File: config.mk
export PLATFORM = sky130hd
export DESIGN_NAME = spi_fifo_master
export DESIGN_NICKNAME = d
export VERILOG_FILES = /design/src/rtl/spi_fifo_pkg.sv /design/src/rtl/spi_sync_fifo.sv /design/src/rtl/spi_tick_gen.sv /design/src/rtl/spi_shift_engine.sv /design/src/rtl/spi_fifo_master.sv
export SDC_FILE = /design/constraint.sdc
export NUM_CORES = 1
export LEC_CHECK = 0
export ABC_AREA = 1
export BUFFER_PORTS_ARGS = -buffer_cell sky130_fd_sc_hd__buf_2
export CAP_MARGIN = 20
export CORE_MARGIN = 2
export CORE_UTILIZATION = 40
export DETAILED_ROUTE_END_ITERATION = 8
export PLACE_DENSITY_LB_ADDON = 0.2
export REMOVE_ABC_BUFFERS = 1
export SYNTH_ARGS = -nofsm -noshare
export SYNTH_HDL_FRONTEND = slang
export SYNTH_HIERARCHICAL = 1
export SYNTH_SLANG_ARGS = --single-unit
File: constraint.sdc
create_clock -name clk -period 4.07 [get_ports clk]
set_input_delay 0.2035 -clock clk [delete_from_list [all_inputs] [get_ports clk]]
set_output_delay 0.2035 -clock clk [all_outputs]
set_load 0.03 [all_outputs]
File: src/rtl/spi_fifo_pkg.sv
package spi_fifo_pkg;
  localparam int BYTE_W = 8;
  localparam int REG_W  = 32;
  localparam int ADDR_W = 4;

  // word indices of the register port
  localparam logic [ADDR_W-1:0] A_CTRL = 4'd0;
  localparam logic [ADDR_W-1:0] A_CFG  = 4'd1;
  localparam logic [ADDR_W-1:0] A_EVT  = 4'd2;
  localparam logic [ADDR_W-1:0] A_PIN  = 4'd3;
  localparam logic [ADDR_W-1:0] A_TXD  = 4'd4;
  localparam logic [ADDR_W-1:0] A_RXD  = 4'd5;
  localparam logic [ADDR_W-1:0] A_DIV  = 4'd6;
  localparam logic [ADDR_W-1:0] A_RXC  = 4'd7;
  localparam logic [ADDR_W-1:0] A_TXC  = 4'd8;
  localparam logic [ADDR_W-1:0] A_FST  = 4'd9;

  // bit positions
  localparam int CTRL_RUN    = 0;
  localparam int CTRL_TXCLR  = 2;
  localparam int CTRL_RXCLR  = 3;
  localparam int CFG_PHASE   = 1;
  localparam int CFG_POL     = 2;
  localparam int CFG_LSB     = 13;
  localparam int EVT_RXDONE  = 0;
  localparam int EVT_TXDONE  = 2;
  localparam int PIN_CSN     = 1;
  localparam int FST_TXFULL  = 4;
  localparam int FST_TXLVL   = 8;
  localparam int FST_RXEMPTY = 20;
  localparam int FST_RXLVL   = 24;
  localparam int LVL_FIELD_W = 8;

  typedef enum logic [1:0] {
    ENG_IDLE  = 2'd0,
    ENG_SHIFT = 2'd1,
    ENG_FIN   = 2'd2
  } eng_state_e;
endpackage

File: src/rtl/spi_sync_fifo.sv
module spi_sync_fifo #(
  parameter int WIDTH = 8,
  parameter int DEPTH = 16,
  localparam int PTR_W = $clog2(DEPTH),
  localparam int LVL_W = PTR_W + 1
) (
  input  logic             clk,
  input  logic             rst,
  input  logic             clr,
  input  logic             push,
  input  logic [WIDTH-1:0] wdata,
  input  logic             pop,
  output logic [WIDTH-1:0] rdata,
  output logic             full,
  output logic             empty,
  output logic [LVL_W-1:0] level
);
  logic [WIDTH-1:0] mem [DEPTH];
  logic [PTR_W-1:0] wr_ptr, rd_ptr;
  logic do_push, do_pop;

  assign full    = (level == LVL_W'(DEPTH));
  assign empty   = (level == '0);
  assign do_push = push && !full;
  assign do_pop  = pop && !empty;
  assign rdata   = mem[rd_ptr];

  // storage has no reset so it maps onto distributed RAM
  always_ff @(posedge clk) begin
    if (do_push) mem[wr_ptr] <= wdata;
  end

  always_ff @(posedge clk) begin
    if (rst || clr) begin
      wr_ptr <= '0;
      rd_ptr <= '0;
      level  <= '0;
    end else begin
      if (do_push) wr_ptr <= (wr_ptr == PTR_W'(DEPTH-1)) ? '0 : wr_ptr + 1'b1;
      if (do_pop)  rd_ptr <= (rd_ptr == PTR_W'(DEPTH-1)) ? '0 : rd_ptr + 1'b1;
      case ({do_push, do_pop})
        2'b10:   level <= level + 1'b1;
        2'b01:   level <= level - 1'b1;
        default: level <= level;
      endcase
    end
  end
endmodule

File: src/rtl/spi_tick_gen.sv
module spi_tick_gen #(
  parameter int DIV_W = 11
) (
  input  logic             clk,
  input  logic             rst,
  input  logic             en,
  input  logic [DIV_W-1:0] div,
  output logic             lead,
  output logic             trail
);
  logic [DIV_W-1:0] cnt;
  logic [DIV_W-1:0] half;

  assign half  = div >> 1;
  assign lead  = en && (cnt == half - DIV_W'(1));
  assign trail = en && (cnt == div - DIV_W'(1));

  always_ff @(posedge clk) begin
    if (rst || !en)  cnt <= '0;
    else if (trail)  cnt <= '0;
    else             cnt <= cnt + DIV_W'(1);
  end
endmodule

File: src/rtl/spi_shift_engine.sv
module spi_shift_engine
  import spi_fifo_pkg::*;
(
  input  logic              clk,
  input  logic              rst,
  input  logic              run,
  input  logic              cpol,
  input  logic              cpha,
  input  logic              lsb_first,
  input  logic              tx_pending,
  input  logic              rx_pending,
  input  logic              tx_empty,
  input  logic              rx_full,
  input  logic [BYTE_W-1:0] tx_data,
  input  logic              lead,
  input  logic              trail,
  input  logic              miso,
  output logic              tick_en,
  output logic              tx_pop,
  output logic              rx_push,
  output logic              tx_dec,
  output logic              rx_dec,
  output logic [BYTE_W-1:0] rx_byte,
  output logic              sck,
  output logic              mosi,
  output eng_state_e        state
);
  localparam int IDX_W = $clog2(BYTE_W);

  logic [BYTE_W-1:0] tx_sr, rx_sr, load_val, rx_cap;
  logic [IDX_W-1:0]  bit_idx;
  logic              tx_owed, rx_owed, start;

  function automatic logic out_bit(input logic [BYTE_W-1:0] v, input logic lsb);
    return lsb ? v[0] : v[BYTE_W-1];
  endfunction

  function automatic logic [BYTE_W-1:0] advance(input logic [BYTE_W-1:0] v, input logic lsb);
    return lsb ? (v >> 1) : (v << 1);
  endfunction

  always_comb begin
    start    = (state == ENG_IDLE) && run && (tx_pending || rx_pending)
               && (!tx_pending || !tx_empty) && (!rx_pending || !rx_full);
    load_val = tx_pending ? tx_data : '0;
    rx_cap   = lsb_first ? {miso, rx_sr[BYTE_W-1:1]} : {rx_sr[BYTE_W-2:0], miso};
    tx_pop   = start && tx_pending;
    tick_en  = (state == ENG_SHIFT);
    rx_push  = (state == ENG_FIN) && rx_owed;
    rx_dec   = rx_push;
    tx_dec   = (state == ENG_FIN) && tx_owed;
    rx_byte  = rx_sr;
  end

  always_ff @(posedge clk) begin
    if (rst) begin
      state   <= ENG_IDLE;
      sck     <= 1'b0;
      mosi    <= 1'b0;
      tx_sr   <= '0;
      rx_sr   <= '0;
      bit_idx <= '0;
      tx_owed <= 1'b0;
      rx_owed <= 1'b0;
    end else begin
      case (state)
        ENG_IDLE: begin
          sck <= cpol;
          if (start) begin
            state   <= ENG_SHIFT;
            bit_idx <= '0;
            tx_owed <= tx_pending;
            rx_owed <= rx_pending;
            if (!cpha) begin
              mosi  <= out_bit(load_val, lsb_first);
              tx_sr <= advance(load_val, lsb_first);
            end else begin
              tx_sr <= load_val;
            end
          end
        end
        ENG_SHIFT: begin
          if (lead) begin
            sck <= ~cpol;
            if (!cpha) begin
              rx_sr <= rx_cap;
            end else begin
              mosi  <= out_bit(tx_sr, lsb_first);
              tx_sr <= advance(tx_sr, lsb_first);
            end
          end
          if (trail) begin
            sck <= cpol;
            if (cpha) begin
              rx_sr <= rx_cap;
            end else begin
              mosi  <= out_bit(tx_sr, lsb_first);
              tx_sr <= advance(tx_sr, lsb_first);
            end
            bit_idx <= bit_idx + 1'b1;
            if (bit_idx == IDX_W'(BYTE_W-1)) state <= ENG_FIN;
          end
        end
        ENG_FIN: state <= ENG_IDLE;
        default: state <= ENG_IDLE;
      endcase
    end
  end
endmodule

File: src/rtl/spi_fifo_master.sv
module spi_fifo_master
  import spi_fifo_pkg::*;
#(
  parameter int DEPTH     = 16,
  parameter int CNT_W     = 32,
  parameter int DIV_W     = 11,
  parameter int DIV_MIN   = 2,
  localparam int DIV_MAX  = (1 << DIV_W) - 1,
  localparam int LVL_W    = $clog2(DEPTH) + 1
) (
  input  logic              clk,
  input  logic              rst,
  input  logic              reg_wr,
  input  logic              reg_rd,
  input  logic [ADDR_W-1:0] reg_addr,
  input  logic [REG_W-1:0]  reg_wdata,
  output logic [REG_W-1:0]  reg_rdata,
  output logic              sck,
  output logic              mosi,
  input  logic              miso,
  output logic              cs_n
);
  logic run_q, cpol_q, cpha_q, lsb_q;
  logic [DIV_W-1:0] div_q;
  logic [CNT_W-1:0] tx_left, rx_left;
  logic tx_done, rx_done;

  logic tx_push, tx_clr, rx_pop, rx_clr, tx_cnt_wr, rx_cnt_wr;
  logic [BYTE_W-1:0] tx_head, rx_head, rx_byte;
  logic tx_full, tx_empty, rx_full, rx_empty;
  logic [LVL_W-1:0] tx_level, rx_level;
  logic eng_tx_pop, eng_rx_push, tx_dec, rx_dec, tick_en, lead, trail;
  eng_state_e state;
  logic [REG_W-1:0] rd_mux, fifo_stat;

  function automatic logic [DIV_W-1:0] clamp_div(input logic [REG_W-1:0] v);
    if (v < REG_W'(DIV_MIN))      return DIV_W'(DIV_MIN);
    else if (v > REG_W'(DIV_MAX)) return DIV_W'(DIV_MAX);
    else                          return v[DIV_W-1:0];
  endfunction

  always_comb begin
    tx_push   = reg_wr && (reg_addr == A_TXD);
    rx_pop    = reg_rd && (reg_addr == A_RXD);
    tx_clr    = reg_wr && (reg_addr == A_CTRL) && reg_wdata[CTRL_TXCLR];
    rx_clr    = reg_wr && (reg_addr == A_CTRL) && reg_wdata[CTRL_RXCLR];
    tx_cnt_wr = reg_wr && (reg_addr == A_TXC);
    rx_cnt_wr = reg_wr && (reg_addr == A_RXC);
  end

  spi_sync_fifo #(.WIDTH(BYTE_W), .DEPTH(DEPTH)) u_txq (
    .clk(clk), .rst(rst), .clr(tx_clr),
    .push(tx_push), .wdata(reg_wdata[BYTE_W-1:0]),
    .pop(eng_tx_pop), .rdata(tx_head),
    .full(tx_full), .empty(tx_empty), .level(tx_level)
  );

  spi_sync_fifo #(.WIDTH(BYTE_W), .DEPTH(DEPTH)) u_rxq (
    .clk(clk), .rst(rst), .clr(rx_clr),
    .push(eng_rx_push), .wdata(rx_byte),
    .pop(rx_pop), .rdata(rx_head),
    .full(rx_full), .empty(rx_empty), .level(rx_level)
  );

  spi_tick_gen #(.DIV_W(DIV_W)) u_tick (
    .clk(clk), .rst(rst), .en(tick_en), .div(div_q),
    .lead(lead), .trail(trail)
  );

  spi_shift_engine u_eng (
    .clk(clk), .rst(rst), .run(run_q),
    .cpol(cpol_q), .cpha(cpha_q), .lsb_first(lsb_q),
    .tx_pending(tx_left != '0), .rx_pending(rx_left != '0),
    .tx_empty(tx_empty), .rx_full(rx_full), .tx_data(tx_head),
    .lead(lead), .trail(trail), .miso(miso),
    .tick_en(tick_en), .tx_pop(eng_tx_pop), .rx_push(eng_rx_push),
    .tx_dec(tx_dec), .rx_dec(rx_dec), .rx_byte(rx_byte),
    .sck(sck), .mosi(mosi), .state(state)
  );

  // configuration, pin and count registers
  always_ff @(posedge clk) begin
    if (rst) begin
      run_q   <= 1'b0;
      cpol_q  <= 1'b0;
      cpha_q  <= 1'b0;
      lsb_q   <= 1'b0;
      cs_n    <= 1'b1;
      div_q   <= DIV_W'(DIV_MIN);
      tx_left <= '0;
      rx_left <= '0;
      tx_done <= 1'b0;
      rx_done <= 1'b0;
    end else begin
      if (reg_wr && reg_addr == A_CTRL) run_q <= reg_wdata[CTRL_RUN];
      if (reg_wr && reg_addr == A_CFG) begin
        cpol_q <= reg_wdata[CFG_POL];
        cpha_q <= reg_wdata[CFG_PHASE];
        lsb_q  <= reg_wdata[CFG_LSB];
      end
      if (reg_wr && reg_addr == A_PIN) cs_n  <= reg_wdata[PIN_CSN];
      if (reg_wr && reg_addr == A_DIV) div_q <= clamp_div(reg_wdata);

      if (tx_cnt_wr)   tx_left <= CNT_W'(reg_wdata);
      else if (tx_dec) tx_left <= tx_left - 1'b1;
      if (rx_cnt_wr)   rx_left <= CNT_W'(reg_wdata);
      else if (rx_dec) rx_left <= rx_left - 1'b1;

      if (tx_dec && tx_left == CNT_W'(1))
        tx_done <= 1'b1;
      else if (reg_wr && reg_addr == A_EVT && reg_wdata[EVT_TXDONE])
        tx_done <= 1'b0;
      if (rx_dec && rx_left == CNT_W'(1))
        rx_done <= 1'b1;
      else if (reg_wr && reg_addr == A_EVT && reg_wdata[EVT_RXDONE])
        rx_done <= 1'b0;
    end
  end

  always_comb begin
    fifo_stat = '0;
    fifo_stat[FST_TXFULL]  = tx_full;
    fifo_stat[FST_RXEMPTY] = rx_empty;
    fifo_stat[FST_TXLVL +: LVL_FIELD_W] = LVL_FIELD_W'(tx_level);
    fifo_stat[FST_RXLVL +: LVL_FIELD_W] = LVL_FIELD_W'(rx_level);

    rd_mux = '0;
    case (reg_addr)
      A_CTRL: rd_mux[CTRL_RUN] = run_q;
      A_CFG: begin
        rd_mux[CFG_POL]   = cpol_q;
        rd_mux[CFG_PHASE] = cpha_q;
        rd_mux[CFG_LSB]   = lsb_q;
      end
      A_EVT: begin
        rd_mux[EVT_RXDONE] = rx_done;
        rd_mux[EVT_TXDONE] = tx_done;
      end
      A_PIN:   rd_mux[PIN_CSN] = cs_n;
      A_RXD:   rd_mux = rx_empty ? '0 : REG_W'(rx_head);
      A_DIV:   rd_mux = REG_W'(div_q);
      A_RXC:   rd_mux = REG_W'(rx_left);
      A_TXC:   rd_mux = REG_W'(tx_left);
      A_FST:   rd_mux = fifo_stat;
      default: rd_mux = '0;
    endcase
  end

  always_ff @(posedge clk) begin
    if (rst)         reg_rdata <= '0;
    else if (reg_rd) reg_rdata <= rd_mux;
  end
endmodule

-- Word-level counts from Yosys, hierarchy flattened
Memories as Yosys holds them, arrays and structs flattened. A register that Yosys moved wholly into a read port is not among the register bits.
Index checks and enable logic that the tools add are counted.
- order comparisons: 2
- mux-type cells: 65
- divide/modulo/power cells: 0
- add/sub/neg operators: 14
- shifts and indexed selects: 0
- reduce and logical (&&, ||, !) cells: 61
- bitwise logic cells: 1
- equal/unequal tests: 31
- multipliers: 0
- operators with widths (operator ; number):
    2-to-1 mux 32 bit ; 4
    2-to-1 mux 8 bit ; 15
    case mux 18 bit (4 select lines) ; 1
    equality test 32 x 1 -> 1 bit, second input constant ; 2
    nonzero test 32 bit ; 2
    subtractor 32 x 1 -> 32 bit, second input constant ; 2
    case mux 10 bit (5 select lines) ; 1
    greater-than comparator 32 x 11 -> 1 bit, second input constant ; 1
    less-than comparator 32 x 2 -> 1 bit, second input constant ; 1
    2-to-1 mux 4 bit ; 8
    logical AND 1 bit ; 28
    equality test 4 bit, second input constant ; 6
    equality test 11 bit ; 2
    2-to-1 mux 11 bit ; 2
    case mux 5 bit (2 select lines) ; 2
    2-to-1 mux 1 bit ; 18
    case mux 1 bit (6 select lines) ; 3
    adder 4 x 1 -> 4 bit, second input constant ; 4
    equality test 4 x 3 -> 1 bit, second input constant ; 4
    case mux 8 bit (2 select lines) ; 1
    nonzero test 2 bit ; 7
    adder 11 x 1 -> 11 bit, second input constant ; 1
    subtractor 10 x 1 -> 11 bit, second input constant ; 1
    subtractor 11 x 1 -> 11 bit, second input constant ; 1
    27 further kinds ; 57
- input bits: 41
- memory bits (writable): 256
- register bits after elaboration: 176
- output and inout port bits: 35
- memories: 2
- latch bits: 0
- ROM bits: 0
- logic and storage cells: 202
- memory list (name ; depth ; width ; read ports ; clocked after memory_dff ; wr ports ; RTL line ; text):
    u_rxq.mem ; 16 ; 8 ; 1 ; 1 ; 1 ; spi_sync_fifo.sv:18 ; logic [WIDTH-1:0] mem [DEPTH];
    u_txq.mem ; 16 ; 8 ; 1 ; 1 ; 1 ; spi_sync_fifo.sv:18 ;

-- Longest topological paths before layout
Gate-level depths: netlist (run 1).
- word-level depth: 9
- mapped depth: 29
- depth with buffers taken out: 28

-- Modules after synthesis
The synthesis (run 1) kept the hierarchy.
- modules (own cells, without submodules) (module ; times used ; area each (µm²) ; seq. area each (µm²) ; cells each):
    spi_fifo_master ; 1 ; 7083.0 ; 2282.2 ; 1162
    spi_sync_fifo (u_txq) ; 1 ; 6231.0 ; 4184.0 ; 552
    spi_sync_fifo (u_rxq) ; 1 ; 6222.2 ; 4184.0 ; 550
    spi_shift_engine ; 1 ; 1712.9 ; 500.5 ; 297
    spi_tick_gen ; 1 ; 1181.1 ; 220.2 ; 202

-- Worst setup path after synthesis (run 1)
Ideal clock, no wire load.
- path type: reg-to-reg
- start: register tx_left[0]
- end: register u_txq.level[2]
- cell stages (with the launch flop): 26
- arrival time: 3.065 ns
- library setup time: 0.115 ns
- path buffers: 1
- slack: 0.890 ns
- data required time: 3.955 ns
- period minus slack after synthesis: 3.180 ns
- path through: dfxtp_1 -> inv_2 -> ha_1 -> nand2_1 -> nor2_4 -> nand2_1 -> nor2_1 -> nand3b_1 -> a21oi_1 -> nand3_2 -> inv_1 -> nand2_1 -> inv_1 -> nand2_1 -> inv_1 -> ha_1 -> buf_2 -> nand2_1 -> inv_1 -> nor2_2 -> ha_1 -> inv_1 -> nand2_1 -> xor2_1 -> o21ai_0 -> inv_1
- longest elaborated chain between the ends: 9
- elaborated cells on any way between the ends: 13
- classes of those cells: eq/ne: 2; mux: 1; reduce/logical: 10
- RTL lines (item ; RTL line ; text):
    from (decl) ; spi_fifo_master.sv:25 ; logic [CNT_W-1:0] tx_left, rx_left;
    from (signal assigned) ; spi_fifo_master.sv:104 ; if (tx_cnt_wr) tx_left <= CNT_W'(reg_wdata);
    from (signal assigned) ; spi_fifo_master.sv:105 ; else if (tx_dec) tx_left <= tx_left - 1'b1;
    nonzero test 32 bit * ; spi_fifo_master.sv:73 ; .tx_pending(tx_left != '0), .rx_pending(rx_left != '0),
    logical OR 1 bit / logical NOT 1 bit (equally long branches) ; spi_shift_engine.sv:43, spi_shift_engine.sv:44 ;
    logical AND 1 bit / logical OR 1 bit (equally long branches) ; spi_shift_engine.sv:43, spi_shift_engine.sv:44 ;
    logical AND 1 bit (2 in a row) ; spi_shift_engine.sv:44 ; && (!tx_pending || !tx_empty) && (!rx_pending || !rx_full);
    logical AND 1 bit * ; spi_shift_engine.sv:47 ; tx_pop = start && tx_pending;
    named net eng_tx_pop ; spi_fifo_master.sv:32 ; logic eng_tx_pop, eng_rx_push, tx_dec, rx_dec, tick_en, lead, trail;
    logical AND 1 bit * ; spi_sync_fifo.sv:25 ; assign do_pop = pop && !empty;
    equality test 2 x 1 -> 1 bit / equality test 2 bit (equally long branches) ; spi_sync_fifo.sv:41 ; case ({do_push, do_pop})
    case mux 5 bit (2 select lines) / nonzero test 2 bit (equally long branches) ; - ;
    to (signal assigned) ; spi_sync_fifo.sv:42 ; 2'b10: level <= level + 1'b1;
    to (signal assigned) ; spi_sync_fifo.sv:43 ; 2'b01: level <= level - 1'b1;
    to (signal assigned) ; spi_sync_fifo.sv:44 ; default: level <= level;
    to (decl) ; spi_sync_fifo.sv:16 ; output logic [LVL_W-1:0] level
Mark *: on every way through the listed nets, which the timed path passes. The rest lies on a longest branch.
A chain may end at the register's enable or synchronous reset.

-- Final worst setup path (run 1)
- start: register tx_left[0]
- end: register u_txq.level[4]
The elaborated chain is that of the path after synthesis.

==> results by stage, run 1 <==
Critical path:
- The critical path data arrival time is about 4.2 ns.
- The critical path is of the flop to flop type.
- The capturing element type of the critical path is a flop.
- The largest driver fanout on the critical path is 7.
- Tracing the worst setup path back leads to its startpoint at tx_left[0]$_SDFFE_PP0P_.
- The worst register-to-register path begins at tx_left[0]$_SDFFE_PP0P_.
- At the worst endpoint, the required time is 4.58 ns.
- The critical path launch point type is a flop.

Finish:
- The layout-stage area growth over the synthesis result is 11.33%.
- The area taken by flip-flops and latches is about 11000 sq um.
- The final-stage net count is between 2000 and 3000.
- The multi-input combinational cells in the finished layout cover a total of 8919 sq um.
- Of the cells placed in the final design, the portion with a size suffix greater than 1 is 0.09037.
- Counting the fill cells in the layout gives about 5500.

Yosys:
- After synthesis, the cell types taking the most area are sky130_fd_sc_hd__edfxtp_1, sky130_fd_sc_hd__dfxtp_1, sky130_fd_sc_hd__nand2_1, sky130_fd_sc_hd__inv_1, sky130_fd_sc_hd__nand3_1.
- Synthesis produced 2763 cells.
- The cell taking the most area after synthesis is sky130_fd_sc_hd__edfxtp_1.
- The post-synthesis area per instance is about 8.1 sq um.
- The async set-or-reset flop fraction in the synthesized netlist is 0.
- The sequential share of the synthesized area is 0.5069.
- The number of enable-type register cells in the synthesized netlist is 256.
- The area fraction of the dominant cell type after synthesis is 0.3427.
- In this run, synthesis produced a sequential element count of 440.
- By count the netlist is led by sky130_fd_sc_hd__nand2_1, sky130_fd_sc_hd__inv_1, sky130_fd_sc_hd__nor2_1.
- The most frequently used cell type in the post-synthesis netlist is sky130_fd_sc_hd__nand2_1.
- The netlist area before placement is around 22000 sq um.
- For this run, the number of Yosys warnings is 6.
- The most used flip-flop cell after synthesis is sky130_fd_sc_hd__edfxtp_1.
- The count of different cell masters after synthesis is 44.

Floorplan:
- The number of cell rows is between 80 and 90.
- The width of the die is about 240 microns.
- The die footprint is between 50000 and 60000 sq um.
- From bottom edge to top edge, the die measures around 240 microns.
- For this configuration, the core starts out at a cell density of 0.4056.
- The core outline area is about 55000 sq um.
- For this design the top-level I/O count stands at between 70 and 80.

Min path:
- The origin of the worst min-delay path is reg_wdata[0].
- The kind of path behind the tightest hold check is input pin to flop.

GRT:
- The pin count of the biggest net entering global routing is 72.
- The aggregate global routing overflow is 0.
- For this run, the total global-route usage over all layers was measured as 0.2299.
- The number of antenna violations at the first check in global routing was 3.
- The first global-routing pass estimated around 100 mm of wire.
- The via count of the first global-routing pass is approximately 18000.

STA:
- The worst pin sits at a relative slew slack of 0.2800.
- Setup repair after global routing left no endpoint under its margin.
- The number of slew-limit violations in the final report was 0.
- The final cycle utilization of the critical path is 0.9102.
- The number of endpoints with negative hold slack in the final report is 0.
- At the pin with the least slew margin, the transition time is approximately 1.1 ns.
- The smallest hold slack is roughly 0.047 ns.
- The final setup TNS is 0 ns.
- Setup violations remaining at the end of the flow were counted as 0.
- The clock period minus final worst setup slack is ~3.7 ns.
- Between clock sinks in the finished design, the worst skew comes to around 0.07 ns.
- The highest achievable clock rate is about 270 MHz.

Detailed routing:
- In the final routed layout, each cell accounts on average for 18.56 microns.
- The detailed router placed roughly 19000 vias in this run.
- The number of nets still failing antenna checks after routing is 0.
- The post-detailed-route via-to-cell ratio is around 5.3.
- The length of the first detailed-routing pass in iterations is 5.
- The residual DRC count is 0.
- The total wirelength of the detailed-routed design is between 60 and 70 mm.
- After the first detailed-routing iteration, the DRC count stood at 1903.

Pwr:
- The worst ir drop on vdd is approximately 0.31 mV.
- For this design the static power due to leakage is 10.07 nW.
- The power per standard cell area is 397.3 nW/um^2.

Clocking:
- In this run the clock root is driven by a sky130_fd_sc_hd__clkbuf_16.
- Clock-pin slew was measured on the worst setup and hold paths at around 0.070 ns.
- The maximum level of the CTS H-tree is 2.
- The clock tree from TritonCTS is done.
- Counting every sink on the clock net gives 440.
- The worst-skew pair later-pin latency is between 0.6 and 0.7 ns.
- The number of buffers inserted by post-CTS setup repair is 0.
- Counting along the longest clock path gives a buffer depth of 3.
- The number of buffers created by CTS is 49.

Placement:
- The number of port buffers is 75.
- Detailed placement ended at an HPWL of 46.78 mm.
- At the end of routability-driven placement, the weighted congestion stood at roughly 0.95.

Flow run:
- The tool flagged a number of max-cap violations equal to 0.

Status:
- The run finished with clean final reports.
layout by cell type, fill, tap and decap left out, types with 3 or more instances in the layout:
cell / count
sky130_fd_sc_hd__a21oi_1: 198
sky130_fd_sc_hd__a31oi_1: 12
sky130_fd_sc_hd__buf_2: 74
sky130_fd_sc_hd__buf_4: 15
sky130_fd_sc_hd__bufinv_16: 3
sky130_fd_sc_hd__clkbuf_1: 19
sky130_fd_sc_hd__clkbuf_16: 49
sky130_fd_sc_hd__clkbuf_8: 3
sky130_fd_sc_hd__clkinv_1: 6
sky130_fd_sc_hd__clkinv_2: 7
sky130_fd_sc_hd__dfxtp_1: 180
sky130_fd_sc_hd__dlygate4sd3_1: 10
sky130_fd_sc_hd__edfxtp_1: 256
sky130_fd_sc_hd__ha_1: 25
sky130_fd_sc_hd__inv_1: 369
sky130_fd_sc_hd__inv_2: 37
sky130_fd_sc_hd__nand2_1: 595
sky130_fd_sc_hd__nand2_2: 8
sky130_fd_sc_hd__nand3_1: 222
sky130_fd_sc_hd__nand3b_1: 8
sky130_fd_sc_hd__nand4_1: 19
sky130_fd_sc_hd__nor2_1: 290
sky130_fd_sc_hd__nor2_2: 17
sky130_fd_sc_hd__nor2_4: 3
sky130_fd_sc_hd__nor3_1: 17
sky130_fd_sc_hd__o211ai_1: 47
sky130_fd_sc_hd__o211ai_2: 21
sky130_fd_sc_hd__o21ai_0: 137
sky130_fd_sc_hd__o21ai_1: 31
sky130_fd_sc_hd__o221ai_1: 9
sky130_fd_sc_hd__o22ai_1: 63
sky130_fd_sc_hd__xnor2_1: 14
sky130_fd_sc_hd__xor2_1: 48
power breakdown:
part | internal [mW] | switching (mW) | leakage, nW
registers | 4.74 | 0.0557 | 3.87
clock network | 2.50 | 1.88 | 0.760
logic | 0.213 | 0.533 | 5.44
total | 7.45 | 2.47 | 10.1
registers in the layout (all words and copies together), names as in the netlist, 5 cells and up, named ones only:
name	flops
rx_left	32
u_rxq/level	5
u_eng/tx_sr	8
u_tick/cnt	11
u_txq/mem	128
reg_rdata	32
u_txq/level	5
u_eng/rx_byte	8
tx_left	32
div_q	11
u_rxq/mem	128
area by class of cell:
cell class / count / share of cell area
Timing Repair Buffer: 101 / 0.02495
Tap cell: 748 / 0.03748
Clock inverter: 21 / 0.009771
Multi-Input combinational cell: 1804 / 0.3572
Sequential cell: 440 / 0.4558
Clock buffer: 71 / 0.05361
Antenna cell: 1 / 0.0001002
Inverter: 407 / 0.06118
per-stage QoR:
step                        util  cell area (sq um)  cells  setup slack, ns  power, mW
after detailed placement  0.4208              23270   3490           0.3310      5.612
after CTS                 0.4512              24960   3592           0.3016      10.01
after floorplan                -              21810   2651           0.5414      5.319
final                     0.4515              24970   3593           0.3656      9.921
after global routing      0.4515              24970   3592          0.02836      10.29
after global placement    0.4208              23270   3490           0.3964      5.606
worst max-delay path, stage by stage (launching register included):
cell,delay [ns]
sky130_fd_sc_hd__dfxtp_1,0.35
sky130_fd_sc_hd__inv_2,0.09
sky130_fd_sc_hd__ha_1,0.23
sky130_fd_sc_hd__nand2_1,0.16
sky130_fd_sc_hd__nor2_4,0.23
sky130_fd_sc_hd__nand2_1,0.16
sky130_fd_sc_hd__nor2_1,0.15
sky130_fd_sc_hd__nand3b_1,0.18
sky130_fd_sc_hd__a21oi_2,0.20
sky130_fd_sc_hd__nand3_2,0.09
sky130_fd_sc_hd__inv_1,0.08
sky130_fd_sc_hd__nand2_1,0.07
sky130_fd_sc_hd__inv_1,0.06
sky130_fd_sc_hd__nand2_1,0.12
sky130_fd_sc_hd__inv_1,0.20
sky130_fd_sc_hd__ha_2,0.30
sky130_fd_sc_hd__nand2_1,0.07
sky130_fd_sc_hd__inv_1,0.09
sky130_fd_sc_hd__nor2_2,0.05
sky130_fd_sc_hd__ha_1,0.17
sky130_fd_sc_hd__inv_1,0.06
sky130_fd_sc_hd__nand2_1,0.08
sky130_fd_sc_hd__nand3_1,0.12
sky130_fd_sc_hd__nand2_1,0.07
sky130_fd_sc_hd__nand2_1,0.05
sky130_fd_sc_hd__nand3_1,0.06
sky130_fd_sc_hd__nand2_1,0.06
sky130_fd_sc_hd__inv_1,0.03
what timing repair did:
action / 4_1_cts / 5_1_grt
setup endpoints to repair: 0 / 2
endpoints found under the hold margin: 13 / 0
resized for setup: 0 / 3
hold buffers: 10 / 0
cells by family after synthesis:
group	count (synthesis)	share of synthesized area
buffers and inverters	519	0.09594
AO/OA/AOI/OAI	527	0.1368
adder cells (fa/ha/maj)	26	0.01450
flip-flops	440	0.5069
AND/OR/NAND/NOR	1189	0.2216
XOR/XNOR	62	0.02421
final timing paths:
check        slack, ns                          end  cells past startpoint
min               0.05    u_txq/mem[7][0]$_DFFE_PP_                      1
max reg2reg       0.37  u_txq/level[4]$_SDFFE_PP0P_                     27
max               0.37  u_txq/level[4]$_SDFFE_PP0P_                     27
min reg2reg       0.46   reg_rdata[28]$_SDFFE_PP0P_                      2
layer usage:
metal / part of all wire / global-route usage / vias up
li1: - / - / 9228
met2: 0.45 / 0.3661 / 628
met5: 0.00040 / 0 / -
met4: 0.034 / 0.08174 / 4
met3: 0.062 / 0.03832 / 121
met1: 0.45 / 0.3167 / 9036
(Power assumes the default switching activity.)
==> run 2: changes to the inputs <==
Settings changed: CTS_BUF_LIST set to sky130_fd_sc_hd__clkbuf_8.
==> run 2 against run 1 <==
Effect of this change: clock power fell by 5.0%; maximum frequency rose by 0.60%; clock skew fell by 0.023 ns; die area did not move; register-to-register slack improved by 0.02 ns; worst hold slack got worse by 0.0020 ns; final cell count rose by 1.5%; global-route usage rose by 0.15 points; flip-flop and latch count did not move; count of clock-buffer cells in the layout rose by 14; sequential share of layout area barely moved; critical endpoint unchanged.
==> results by stage, run 2 (same netlist as run 1, synthesis figures left out) <==
Status:
- The flow ran to the end, and the final reports show no timing, DRC or antenna violations.

Finish:
- The layout-stage area growth over the synthesis result is 11.37% (about the same).
- The final non-filler cell area is 24980 sq um (about the same).
- The largest registers in the layout are u_rxq/mem x128, u_txq/mem x128.
- The fraction of final layout cells sized beyond drive strength 1 is 0.1011 (+0.01074).
- The final-stage net count is 2903 (+1.1%).
- The number of non-filler instances in the completed layout is 3647 (+1.5%).
- In the layout the commonest cells are sky130_fd_sc_hd__nand2_1, sky130_fd_sc_hd__inv_1, sky130_fd_sc_hd__nor2_1, sky130_fd_sc_hd__edfxtp_1, sky130_fd_sc_hd__nand3_1.
- The final cell utilization of the core is 0.4517 (about the same).
- Leaving out fill and tap cells, the most frequent cell in the layout is sky130_fd_sc_hd__nand2_1.

STA:
- The smallest hold slack is 0.04516 ns (-0.001990 ns).
- The number of slew-limit violations in the final report came to 0 (unchanged).
- The count of endpoints failing setup in the final report is 0 (unchanged).
- The clock period minus final worst setup slack is 3.682 ns (-0.02215 ns).
- The largest clock skew in the final design is 0.04586 ns (-0.02295 ns).
- The final worst-path setup slack is 0.3878 ns (+0.02215 ns).
- Setup repair after global routing left no endpoint under its margin.
- The number of endpoints with negative hold slack in the final report is 0 (unchanged).
- The actual slew at the worst max-slew pin is 1.089 ns (+0.009111 ns).
- The final setup TNS is 0 ns (unchanged).
- The worst slew margin relative to its limit is 0.2740 (-0.006074).
- The highest achievable clock rate is 271.6 MHz (+0.60%).
- The final cycle utilization of the critical path came to 0.9047 (-0.005443).

Clocking:
- The worst-skew pair later-pin latency is 0.67 ns (+0.05 ns).
- The clock slew at the register clock pins of the worst setup and hold paths is 0.07 ns (about the same).
- The clock tree root buffer cell is sky130_fd_sc_hd__clkbuf_8.
- The maximum root-to-sink buffer count is 3 (unchanged).
- TritonCTS built the clock tree.
- The number of buffers created by CTS is 78 (+59%).
- The number of buffers inserted by post-CTS setup repair is 0 (unchanged).
- The maximum level of the CTS H-tree is 3 (+1).
- The number of clock sinks came to 440 (unchanged).

Min path:
- The worst hold path begins at rst.
- In this run the worst hold path is classified as input pin to flop.

Placement:
- The instance area at placement was 23270 sq um (unchanged).
- The half-perimeter wire length after detailed placement is 46.78 mm (unchanged).
- The weighted congestion at the end of routability-driven global placement is 0.9483 (unchanged).
- The worst setup slack after placement came to 0.3310 ns (unchanged).
- The number of port buffers is 75 (unchanged).
- The number of cells after detailed placement is 3490 (unchanged).

Critical path:
- The launching instance or port of the critical path is tx_left[0]$_SDFFE_PP0P_.
- STA classifies the critical path endpoint as a flop.
- The end of the worst register-to-register path is u_txq/level[4]$_SDFFE_PP0P_.
- The critical path launch point type is a flop.
- The register-to-register setup slack is 0.39 ns (+0.02 ns).
- The worst register-to-register path begins at tx_left[0]$_SDFFE_PP0P_.
- The cell occurring most often along the worst timing path is sky130_fd_sc_hd__nand2_1.
- The critical-path cell with the highest stage delay is sky130_fd_sc_hd__dfxtp_1.
- The critical path data arrival time was 4.25 ns (+0.04 ns).
- The largest driver fanout on the critical path came to 7 (unchanged).
- The number of cells on the worst reg-to-reg path is 27 (unchanged).
- The capture point of the worst path is u_txq/level[4]$_SDFFE_PP0P_.
- The setup path with the least slack is of type flop to flop.
- The longest individual stage delay on the worst path came to 0.35 ns (about the same).
- The required time of the worst setup path is 4.64 ns (+0.06 ns).

Pwr:
- The power after layout is 9.698 mW (-2.2%).
- The worst ir drop on vdd is 0.1934 mV (-38%).
- The power per standard cell area was 388.2 nW/um^2 (-2.3%).
- The static leakage was 10.22 nW (+1.5%).

Detailed routing:
- The count of routing violations after the opening detailed-route iteration is 1835 (-3.6%).
- The residual DRC count was 0 (unchanged).
- The total wirelength of the detailed-routed design is 66.93 mm (+0.36%).
- The number of nets still failing antenna checks after routing is 0 (unchanged).
- The average wire length per cell after detail routing came to 18.35 microns (-1.1%).
- The post-detailed-route via-to-cell ratio came to 5.246 (-0.89%).
- The via count is 19130 (+0.60%).
- The length of the first detailed-routing pass in iterations is 6 (+1).

Floorplan:
- The width of the die is 240.8 microns (unchanged).
- The height of the die is 240.8 microns (unchanged).
- The number of cell rows is 86 (unchanged).
- The core outline area was 55310 sq um (unchanged).
- The starting density of the core is 0.4056 (unchanged).
- The I/O pin total is 76 (unchanged).
- The die footprint was 57980 sq um (unchanged).

GRT:
- The number of antenna violations at the first check in global routing is 3 (unchanged).
- The overall routing resource usage is 0.2315 (+0.001515).
- The aggregate global routing overflow is 0 (unchanged).
- The via count of the first global-routing pass is 18230 (+1.5%).
- The global-route wire length before repair is 103.6 mm (+0.33%).
- The pin count of the biggest net entering global routing is 72 (unchanged).

Flow run:
- The max-capacitance violation count is 0 (unchanged).
run 2: where the power goes:
group	switching, mW	internal [mW]
registers	0.0554	4.74
logic	0.533	0.215
clock network	1.91	2.25
total	2.49	7.20
run 2: layout make-up:
class / count / area, sq um
tap: 748 / 935.9
inverter: 407 / 1528
clock buffer: 85 / 1170
antenna: 1 / 2.502
clock inverter: 57 / 381.6
multi-input combinational: 1804 / 8919
fill: 5553 / 30330
sequential: 440 / 11380
timing repair buffer: 105 / 663.1
run 2: how the worst min path moves through the flow:
stage / endpoint / slack, ns / cells after the start
after floorplan: div_q[0]$_SDFFE_PP0P_ / 0.27 / 1
after global placement: u_eng/bit_idx[0]$_SDFFE_PP0P_ / 0.45 / 1
after detailed placement: reg_rdata[28]$_SDFFE_PP0P_ / 0.45 / 2
after CTS: tx_left[17]$_SDFFE_PP0P_ / 0.003 / 5
after global routing: u_txq/mem[1][2]$_DFFE_PP_ / 0.04 / 1
final: rx_left[18]$_SDFFE_PP0P_ / 0.05 / 2
run 2: worst max-delay path, delay by kind of cell, from the launching register on:
family                     cells  cell delay [ns]
buffers and inverters          7             0.60
AOI/OAI and AO/OA              1             0.20
adders and majority gates      3             0.70
DFF                            1             0.35
and+or+nand+nor               16             1.72
run 2: layer usage:
metal,part of all wire,global-route usage
met1,0.45,0.3155
met3,0.064,0.04301
met4,0.032,0.08979
met2,0.45,0.3655
met5,0.00042,0
run 2: what timing repair did:
item                                    CTS  global route
hold endpoints to repair                 35             0
endpoints found under the setup margin    0             2
gates resized for setup                   0             3
hold buffers                             14             0
